File: src/rtl/hfp_pkg.sv
package hfp_pkg;
  typedef enum logic [2:0] {
    SEL_NONE,
    SEL_RXD,
    SEL_RXS_POP,
    SEL_RXS_PEEK,
    SEL_TXS_POP,
    SEL_TXS_PEEK
  } rsel_e;

  localparam int unsigned TXD_BASE     = 'h00;
  localparam int unsigned RXD_BASE     = 'h20;
  localparam int unsigned WIN_BYTES    = 'h20;  // eight word aliases
  localparam int unsigned RXS_POP_ADR  = 'h40;
  localparam int unsigned RXS_PEEK_ADR = 'h44;
  localparam int unsigned TXS_POP_ADR  = 'h48;
  localparam int unsigned TXS_PEEK_ADR = 'h4C;

  localparam int STS_RX = 0;
  localparam int STS_TX = 1;
endpackage

File: src/rtl/hfp_fifo.sv
module hfp_fifo #(
  parameter int W     = 32,
  parameter int DEPTH = 8,
  localparam int PW   = (DEPTH > 1) ? $clog2(DEPTH) : 1,
  localparam int CW   = $clog2(DEPTH + 1)
) (
  input  logic          clk_i,
  input  logic          rst_ni,
  input  logic          push_i,
  input  logic [W-1:0]  wdata_i,
  input  logic          pop_i,
  output logic [W-1:0]  head_o,
  output logic          full_o,
  output logic          empty_o,
  output logic [CW-1:0] count_o
);
  logic [W-1:0]  mem [DEPTH];
  logic [PW-1:0] wr_ptr, rd_ptr;
  logic [CW-1:0] cnt;
  logic          do_push, do_pop;

  assign full_o  = (cnt == CW'(DEPTH));
  assign empty_o = (cnt == '0);
  assign do_push = push_i && !full_o;
  assign do_pop  = pop_i && !empty_o;
  assign head_o  = mem[rd_ptr];
  assign count_o = cnt;

  always_ff @(posedge clk_i or negedge rst_ni) begin
    if (!rst_ni) begin
      wr_ptr <= '0;
      rd_ptr <= '0;
      cnt    <= '0;
    end else begin
      if (do_push) wr_ptr <= (wr_ptr == PW'(DEPTH - 1)) ? '0 : wr_ptr + 1'b1;
      if (do_pop)  rd_ptr <= (rd_ptr == PW'(DEPTH - 1)) ? '0 : rd_ptr + 1'b1;
      case ({do_push, do_pop})
        2'b10:   cnt <= cnt + 1'b1;
        2'b01:   cnt <= cnt - 1'b1;
        default: cnt <= cnt;
      endcase
    end
  end

  always_ff @(posedge clk_i) begin
    if (do_push) mem[wr_ptr] <= wdata_i;
  end
endmodule

File: src/rtl/hfp_decode.sv
module hfp_decode
  import hfp_pkg::*;
#(
  parameter int ADDR_W = 8
) (
  input  logic              rd_i,
  input  logic              wr_i,
  input  logic [ADDR_W-1:0] addr_i,
  output logic              txd_push_o,
  output rsel_e             rsel_o
);
  logic aligned, in_txd, in_rxd;

  always_comb begin
    aligned = (addr_i[1:0] == 2'b00);
    in_txd  = aligned && (addr_i >= ADDR_W'(TXD_BASE)) &&
              (addr_i < ADDR_W'(TXD_BASE + WIN_BYTES));
    in_rxd  = aligned && (addr_i >= ADDR_W'(RXD_BASE)) &&
              (addr_i < ADDR_W'(RXD_BASE + WIN_BYTES));
    txd_push_o = wr_i && in_txd;
    rsel_o = SEL_NONE;
    if (rd_i) begin
      if (in_rxd)                                rsel_o = SEL_RXD;
      else if (addr_i == ADDR_W'(RXS_POP_ADR))   rsel_o = SEL_RXS_POP;
      else if (addr_i == ADDR_W'(RXS_PEEK_ADR))  rsel_o = SEL_RXS_PEEK;
      else if (addr_i == ADDR_W'(TXS_POP_ADR))   rsel_o = SEL_TXS_POP;
      else if (addr_i == ADDR_W'(TXS_PEEK_ADR))  rsel_o = SEL_TXS_PEEK;
    end
  end
endmodule

File: src/rtl/hfp_host_port.sv
module hfp_host_port
  import hfp_pkg::*;
#(
  parameter int ADDR_W    = 8,
  parameter int DATA_W    = 32,
  parameter int TXD_DEPTH = 16,
  parameter int RXD_DEPTH = 16,
  parameter int STS_DEPTH = 8,
  localparam int TXD_CW   = $clog2(TXD_DEPTH + 1),
  localparam int RXD_CW   = $clog2(RXD_DEPTH + 1),
  localparam int STS_CW   = $clog2(STS_DEPTH + 1)
) (
  input  logic              clk_i,
  input  logic              rst_ni,
  input  logic              host_rd_i,
  input  logic              host_wr_i,
  input  logic [ADDR_W-1:0] host_addr_i,
  input  logic [DATA_W-1:0] host_wdata_i,
  output logic [DATA_W-1:0] host_rdata_o,
  output logic              host_overrun_o,
  output logic              host_underrun_o,
  output logic              mac_txd_valid_o,
  input  logic              mac_txd_ready_i,
  output logic [DATA_W-1:0] mac_txd_data_o,
  output logic [TXD_CW-1:0] txd_count_o,
  input  logic              mac_rxd_valid_i,
  output logic              mac_rxd_ready_o,
  input  logic [DATA_W-1:0] mac_rxd_data_i,
  output logic [RXD_CW-1:0] rxd_count_o,
  input  logic              mac_rxs_valid_i,
  output logic              mac_rxs_ready_o,
  input  logic [DATA_W-1:0] mac_rxs_data_i,
  output logic [STS_CW-1:0] rxs_count_o,
  input  logic              mac_txs_valid_i,
  output logic              mac_txs_ready_o,
  input  logic [DATA_W-1:0] mac_txs_data_i,
  output logic [STS_CW-1:0] txs_count_o
);
  rsel_e             rsel;
  logic              txd_push;
  logic              txd_full, txd_empty, rxd_full, rxd_empty;
  logic [DATA_W-1:0] rxd_head;
  logic [1:0]        sts_push, sts_pop, sts_full, sts_empty;
  logic [DATA_W-1:0] sts_wdata [2];
  logic [DATA_W-1:0] sts_head  [2];
  logic [STS_CW-1:0] sts_count [2];
  logic              rxd_pop;
  logic              underrun_hit;
  logic [DATA_W-1:0] rd_val;

  hfp_decode #(.ADDR_W(ADDR_W)) u_decode (
    .rd_i       (host_rd_i),
    .wr_i       (host_wr_i),
    .addr_i     (host_addr_i),
    .txd_push_o (txd_push),
    .rsel_o     (rsel)
  );

  hfp_fifo #(.W(DATA_W), .DEPTH(TXD_DEPTH)) u_txd (
    .clk_i   (clk_i),
    .rst_ni  (rst_ni),
    .push_i  (txd_push),
    .wdata_i (host_wdata_i),
    .pop_i   (mac_txd_ready_i),
    .head_o  (mac_txd_data_o),
    .full_o  (txd_full),
    .empty_o (txd_empty),
    .count_o (txd_count_o)
  );

  assign rxd_pop = (rsel == SEL_RXD);

  hfp_fifo #(.W(DATA_W), .DEPTH(RXD_DEPTH)) u_rxd (
    .clk_i   (clk_i),
    .rst_ni  (rst_ni),
    .push_i  (mac_rxd_valid_i),
    .wdata_i (mac_rxd_data_i),
    .pop_i   (rxd_pop),
    .head_o  (rxd_head),
    .full_o  (rxd_full),
    .empty_o (rxd_empty),
    .count_o (rxd_count_o)
  );

  // status FIFOs: MAC pushes, host pops or peeks
  assign sts_push[STS_RX]  = mac_rxs_valid_i;
  assign sts_push[STS_TX]  = mac_txs_valid_i;
  assign sts_wdata[STS_RX] = mac_rxs_data_i;
  assign sts_wdata[STS_TX] = mac_txs_data_i;
  assign sts_pop[STS_RX]   = (rsel == SEL_RXS_POP);
  assign sts_pop[STS_TX]   = (rsel == SEL_TXS_POP);

  for (genvar g = 0; g < 2; g++) begin : g_sts
    hfp_fifo #(.W(DATA_W), .DEPTH(STS_DEPTH)) u_fifo (
      .clk_i   (clk_i),
      .rst_ni  (rst_ni),
      .push_i  (sts_push[g]),
      .wdata_i (sts_wdata[g]),
      .pop_i   (sts_pop[g]),
      .head_o  (sts_head[g]),
      .full_o  (sts_full[g]),
      .empty_o (sts_empty[g]),
      .count_o (sts_count[g])
    );
  end

  assign mac_txd_valid_o = !txd_empty;
  assign mac_rxd_ready_o = !rxd_full;
  assign mac_rxs_ready_o = !sts_full[STS_RX];
  assign mac_txs_ready_o = !sts_full[STS_TX];
  assign rxs_count_o     = sts_count[STS_RX];
  assign txs_count_o     = sts_count[STS_TX];

  always_comb begin
    case (rsel)
      SEL_RXD:                   rd_val = rxd_empty ? '0 : rxd_head;
      SEL_RXS_POP, SEL_RXS_PEEK: rd_val = sts_empty[STS_RX] ? '0 : sts_head[STS_RX];
      SEL_TXS_POP, SEL_TXS_PEEK: rd_val = sts_empty[STS_TX] ? '0 : sts_head[STS_TX];
      default:                   rd_val = '0;
    endcase
  end

  assign underrun_hit = (rxd_pop && rxd_empty) ||
                        (sts_pop[STS_RX] && sts_empty[STS_RX]) ||
                        (sts_pop[STS_TX] && sts_empty[STS_TX]);

  always_ff @(posedge clk_i or negedge rst_ni) begin
    if (!rst_ni) begin
      host_rdata_o    <= '0;
      host_overrun_o  <= 1'b0;
      host_underrun_o <= 1'b0;
    end else begin
      host_rdata_o <= rd_val;
      if (txd_push && txd_full) host_overrun_o <= 1'b1;
      if (underrun_hit)         host_underrun_o <= 1'b1;
    end
  end
endmodule

File: config.mk
export PLATFORM = sky130hd
export DESIGN_NAME = hfp_host_port
export DESIGN_NICKNAME = d
export VERILOG_FILES = /design/src/rtl/hfp_pkg.sv /design/src/rtl/hfp_fifo.sv /design/src/rtl/hfp_decode.sv /design/src/rtl/hfp_host_port.sv
export SDC_FILE = /design/constraint.sdc
export NUM_CORES = 2
export LEC_CHECK = 0
export ABC_CLOCK_PERIOD_IN_PS = 9450
export BUFFER_PORTS_ARGS = -buffer_cell sky130_fd_sc_hd__buf_2
export CAP_MARGIN = 0
export CORE_AREA = 2 2 459 461
export CTS_CLUSTER_SIZE = 20
export DETAILED_ROUTE_END_ITERATION = 8
export DIE_AREA = 0 0 461 463
export PLACE_DENSITY = 0.41
export SYNTH_ARGS = -nofsm -noshare
export SYNTH_HDL_FRONTEND = slang
export SYNTH_HIERARCHICAL = 1
export SYNTH_SLANG_ARGS = --single-unit
File: constraint.sdc
create_clock -name clk_i -period 9.45 [get_ports clk_i]
set_input_delay 0.945 -clock clk_i [delete_from_list [all_inputs] [get_ports clk_i]]
set_output_delay 0.945 -clock clk_i [all_outputs]
set_load 0.1 [all_outputs]
# After elaboration in Yosys (flattened, before gate mapping)

Memories as Yosys holds them, arrays and structs flattened.
Cells that the tools add are included.

Register bits: 80
Output and inout port bits: 88
Word-level logic and storage cells: 136
Memory bits (writable): 1536
Memories kept: 4

Memory list:

| name                | words | width | rd ports | clocked after Yosys merged registers in | write ports | line           | RTL |
|---|---|---|---|---|---|---|---|
| u_rxd.mem           | 16    | 32    | 1        | 0                                       | 1           | hfp_fifo.sv:17 | `logic [W-1:0] mem [DEPTH];` |
| u_txd.mem           | 16    | 32    | 1        | 0                                       | 1           | hfp_fifo.sv:17 |  |
| g_sts[0].u_fifo.mem | 8     | 32    | 1        | 0                                       | 1           | hfp_fifo.sv:17 |  |
| g_sts[1].u_fifo.mem | 8     | 32    | 1        | 0                                       | 1           | hfp_fifo.sv:17 |  |

$lt $le $gt $ge: 4
Eq/ne operators: 29
$add $sub $neg: 16
Reductions and logical operators: 38
Mux-type cells: 30

Operators by type and width:

| operator            | count |
|---|---|
| $mux 32             | 3 |
| $pmux 32 s3         | 1 |
| $eq 8x7->1 const B  | 4 |
| $mux 3              | 10 |
| $add 4x1->4 const B | 6 |
| $eq 4x4->1 const B  | 6 |
| $pmux 5 s2          | 2 |
| $eq 3x3->1 const B  | 6 |
| $logic_and 1x1->1   | 17 |
| $mux 4              | 4 |
| $pmux 4 s2          | 2 |
| $add 3x1->3 const B | 4 |
| $add 5x1->5 const B | 2 |
| $eq 5x5->1 const B  | 2 |
| $logic_not 5->1     | 2 |
| $sub 5x1->5 const B | 2 |
| $eq 2x1->1 const B  | 4 |
| $eq 2x2->1 const B  | 4 |
| $ge 8x1->1 const B  | 1 |
| $ge 8x6->1 const B  | 1 |
| $logic_not 1->1     | 8 |
| $logic_not 4->1     | 2 |
| $lt 8x6->1 const B  | 1 |
| $lt 8x7->1 const B  | 1 |
| other kinds (8)     | 22 |

# Longest topological paths before layout

Word-level depth: 11
Mapped depth: 11
Depth with buffers taken out: 11

# Hierarchy

Netlist, hierarchy kept.

By module, submodules not included:

| module                     | area each (um^2) | seq. area each (um^2) | times used | cells an instance |
|---|---|---|---|---|
| hfp_fifo (u_rxd ...)       | 19982.9          | 15700.1               | 2          | 890 |
| hfp_fifo (g_sts[0].u_fifo) | 10302.4          | 7937.6                | 1          | 440 |
| hfp_fifo (g_sts[1].u_fifo) | 10297.4          | 7937.6                | 1          | 438 |
| hfp_host_port              | 1736.7           | 850.8                 | 1          | 164 |
| hfp_decode                 | 73.8             | 0.0                   | 1          | 11 |

# Worst setup path after synthesis

Ideal clock, no wire load.

Kind: reg2reg
Start: register g_sts[0].u_fifo.cnt[0]
End: memory g_sts[0].u_fifo.mem[0][0], enable pin
Arrival time: 4.550 ns
Setup time: 0.501 ns
Stages on the path, launching flop included: 5
Data required time: 8.949 ns
Period minus slack after synthesis: 5.051 ns
Setup slack: 4.399 ns
Path through: dfrtp_1 > buf_2 > or4b_4 > nand2_2 > nor4_1

Cells in the longest elaborated chain, start to end: 5

RTL lines:

| item                         | line           | RTL |
|---|---|---|
| start, declared              | hfp_fifo.sv:19 | `logic [CW-1:0] cnt;` |
| start signal, assigned       | hfp_fifo.sv:38 | `2'b10: cnt <= cnt + 1'b1;` |
| start signal, assigned       | hfp_fifo.sv:39 | `2'b01: cnt <= cnt - 1'b1;` |
| start signal, assigned       | hfp_fifo.sv:40 | `default: cnt <= cnt;` |
| $eq 4x4->1                   | hfp_fifo.sv:22 | `assign full_o = (cnt == CW'(DEPTH));` |
| $logic_not 1->1              | hfp_fifo.sv:24 | `assign do_push = push_i && !full_o;` |
| $logic_and 1x1->1            | hfp_fifo.sv:24 |  |
| $mux 1                       | hfp_fifo.sv:46 | `if (do_push) mem[wr_ptr] <= wdata_i;` |
| $mux 1 (implied by the code) | hfp_fifo.sv:46 |  |
| end, declared                | hfp_fifo.sv:17 |  |

Every way passes these cells.

# Final worst setup path

Start: register u_txd.rd_ptr[0]
End: output port mac_txd_data_o[26]

Cells in the longest elaborated chain, start to end: 1

RTL lines:

| item                   | line                | RTL |
|---|---|---|
| start, declared        | hfp_fifo.sv:18      | `logic [PW-1:0] wr_ptr, rd_ptr;` |
| start signal, assigned | hfp_fifo.sv:36      | `if (do_pop) rd_ptr <= (rd_ptr == PW'(DEPTH - 1)) ? '0 : rd_ptr + 1'b1;` |
| $mem_v2 16x32          | n/a                 |  |
| end, declared          | hfp_host_port.sv:24 | `output logic [DATA_W-1:0] mac_txd_data_o,` |

Every way passes these cells.

==> metrics.md <==
| Metric | Value |
|---|---|
| Leak | between 20 and 25 nW |
| Remaining Overflow, GRT | 0 |
| Most frequent cells in the layout | edfxtp_1, mux4_2, buf_2 |
| Final Setup Violations | 0 |
| Drt pass-1 iters | 5 |
| RSZ-0062 raised after global routing | false |
| Final nets | 3352 |
| EDFF count, synth | 1536 |
| Clk pin slew, worst setup/hold paths | around 0.06 ns |
| Final Power | 0.0207 W |
| DRC viols | 0 |
| Effective utilization at floorplan | between 20 and 30% |
| RePlAce Congestion | between 0.7 and 0.8 |
| Dominant cell type by area after synthesis | edfxtp_1 |
| Pwr Density | 283 nW/µm² |
| Critical Path Sink Type | output pin |
| Post-CTS sizing | 0 |
| Final period utilization | 51.8% |
| Pre-CTS setup slack | 4.77 ns |
| Worst Path Arrival | 3.95 ns |
| HP Class | input port to async pin |
| Slew margin rel. | a little under a quarter |
| Final worst slack | 4.56 ns |
| Critical path class | flop to output pin |
| Standard-cell rows | roughly 170 |
| Synth warn | 6 |
| FF+latch count, synth | 1616 |
| GRT Overall Usage | 15.4% |
| Setup TNS | 0 ns |
| Die area | approximately 210000 µm² |
| Detail Route Antenna Nets | 0 |
| Die width | approximately 460 µm |
| Asr flop ratio synth | 4.95% |
| Worst slew pin tran | 1.14 ns |
| Top cell type's share of synthesized area | 73.9% |
| Type of origin of the critical path | flop |
| Synth Cell Area | 62400 µm² |
| Iteration-0 DRC Markers | 2556 |
| Status | finished clean |
| Ys flop type | edfxtp_1 |
| Cells after synthesis | 2833 |
| # hold bufs at CTS | 0 |
| Total CTS buffers | 179 |
| Commonest non-fill, non-tap cell in the layout | edfxtp_1 |
| Synthesized area per cell | 22.0 µm² |
| Via count | 29.7k |
| CTS tree | done |
| Maximum clock path buffer count | 3 |
| Seq/Total Area, Yosys | 77.2% |
| Largest net degree at the start of global routing | 133 |
| MaxCap Viol Count | 0 |
| Tmin final | 4.89 ns |
| Antenna violations before repair | 54 |
| DRT Wirelength | 166000 µm |
| Vias in the first global route | 31.8k |
| Layout cells sized above 1 | 34.1% |
| Top Ports | 232 |
| Required time worst endpoint | 8.51 ns |
| VDD IR max | 0.283 mV |
| Drt wl/cell | 27.1 µm |
| Max Slew Vio Count | 0 |
| Post-synth cell types | 56 |
| Setup Skew | 0.0425 ns |
| H-Tree Depth | 4 |
| Die Y | between 400 and 500 µm |
| Main area contributors after synthesis | edfxtp_1, mux4_2, dfrtp_1 |
| Final Hold Fails | 0 |
| Placeable Area | 209000 µm² |
| Clk root buf | clkbuf_16 |
| First-pass GRT wire length | 234000 µm |
| Post-synthesis net count | 3015 |
| Post-CTS Setup Bufs | 0 |
| Vias per inst | 4.84 |
| Worst-path fanout max | 37 |
| Layout overhead on the synthesized area | 16.9% |
| Skew-Pair Late Insertion Delay | 0.82 ns |
| Fmax | 204 MHz |
| Port buffer count | 231 |
| Sink Count | 1616 |
| DPL Wire Length | between 90000 and 100000 µm |
worst max-delay path: stages, from the launching register on:
cell and delay, ns:
dfrtp_4 0.90, nand2b_2 1.01, o22ai_1 0.22, nor2_1 0.46, buf_2 0.52
layout make-up:
cell class,instances,area [µm²]
clock buffers,230,4770
multi-input cells,1034,13600
fillers,19400,136000
clock inverters,97,996
flip-flops and latches,1616,48200
repair buffers,308,1750
diodes,10,25.0
inverters,31,116
well taps,2805,3510
metrics by stage:
stage | cell area [µm²] | hold slack, ns | instances | util [%]
floorplan | 62400 | 0.546 | 2833 | -
global placement | 67100 | 0.482 | 5794 | 32.2
detailed placement | 67100 | 0.467 | 5794 | 32.2
CTS | 72900 | 0.0705 | 6121 | 35.0
global route | 72900 | 0.109 | 6126 | 35.0
finish | 72900 | 0.113 | 6131 | 35.0
flip-flops by register name (all words and copies together) (netlist names):
| register | flops |
|---|---|
| u_txd/wr_ptr | 4 |
| g_sts.u_fifo/count_o | 8 |
| g_sts.u_fifo/wr_ptr | 6 |
| u_txd/rd_ptr | 4 |
| g_sts.u_fifo/mem | 512 |
| u_rxd/count_o | 5 |
| host_underrun_o | 1 |
| host_overrun_o | 1 |
| u_rxd/wr_ptr | 4 |
| g_sts.u_fifo/rd_ptr | 6 |
| u_rxd/rd_ptr | 4 |
| u_txd/count_o | 5 |
| u_txd/mem | 512 |
| u_rxd/mem | 512 |
| host_rdata_o | 32 |
path summary, 6_finish.rpt:
path                                                start                    endpoint  slack (ns)  cells after the start
worst max-delay path                      u_txd/rd_ptr[0]          mac_txd_data_o[26]        4.56                      4
worst min-delay path                               rst_ni            host_rdata_o[16]        0.11                      1
worst max register to register  g_sts[1].u_fifo/rd_ptr[0]             host_rdata_o[6]        6.19                      5
worst min register to register             host_overrun_o              host_overrun_o        0.48                      1
max in group asynchronous                          rst_ni             u_txd/rd_ptr[1]        7.93                      2
min in group clk_i                     mac_txs_data_i[19]  g_sts[1].u_fifo/mem[2][19]        0.38                      1
report_power, final:
| group | leakage (nW) | switching (W) | internal [W] |
|---|---|---|---|
| sequential | 14.9 | 0.000427 | 0.00849 |
| combinational | 5.20 | 0.00335 | 0.00159 |
| clock | 2.82 | 0.00283 | 0.00398 |
kinds of logic after synthesis:
| family | synth area share, % |
|---|---|
| adder cells (fa/ha/maj) | 0.810 |
| multiplexers | 15.3 |
| AND/OR/NAND/NOR | 2.09 |
| XOR/XNOR | 0.197 |
| buffers and inverters | 1.66 |
| flip-flops | 77.2 |
| AO/OA/AOI/OAI | 2.80 |
cell usage after synthesis (3+ instances only):
cell type  count
nor3b_1        8
buf_12         6
nor2b_1        4
buf_1         13
mux2_1         6
ha_1          34
mux2_2        71
nor2_1        99
nand2_1       67
mux4_2       384
a21o_1        11
o21ai_0       20
nand2_2        4
o22ai_1      128
clkbuf_1      49
dfrtp_1       80
nand2b_1      17
buf_4         15
a22oi_1       32
nor4_1        10
fa_1           4
xnor2_1       12
edfxtp_1    1536
or4b_4         3
a21oi_1       10
o21ai_2       30
nor3_1        25
nand3_1       12
buf_6         16
inv_1         31
buf_2         52
o311ai_0       4
routing by layer:
layer | routed length, µm | vias up | part of all wire, % | global-route usage (%)
met5 | 153 | - | 0.092 | 0
met4 | 4890 | 26 | 2.9 | 5.07
met3 | 7060 | 301 | 4.3 | 2.95
met2 | 85000 | 697 | 51 | 26.9
met1 | 68700 | 16100 | 41 | 19.2
li1 | - | 12600 | - | -
Note: power is estimated with default switching activity, not from simulation.
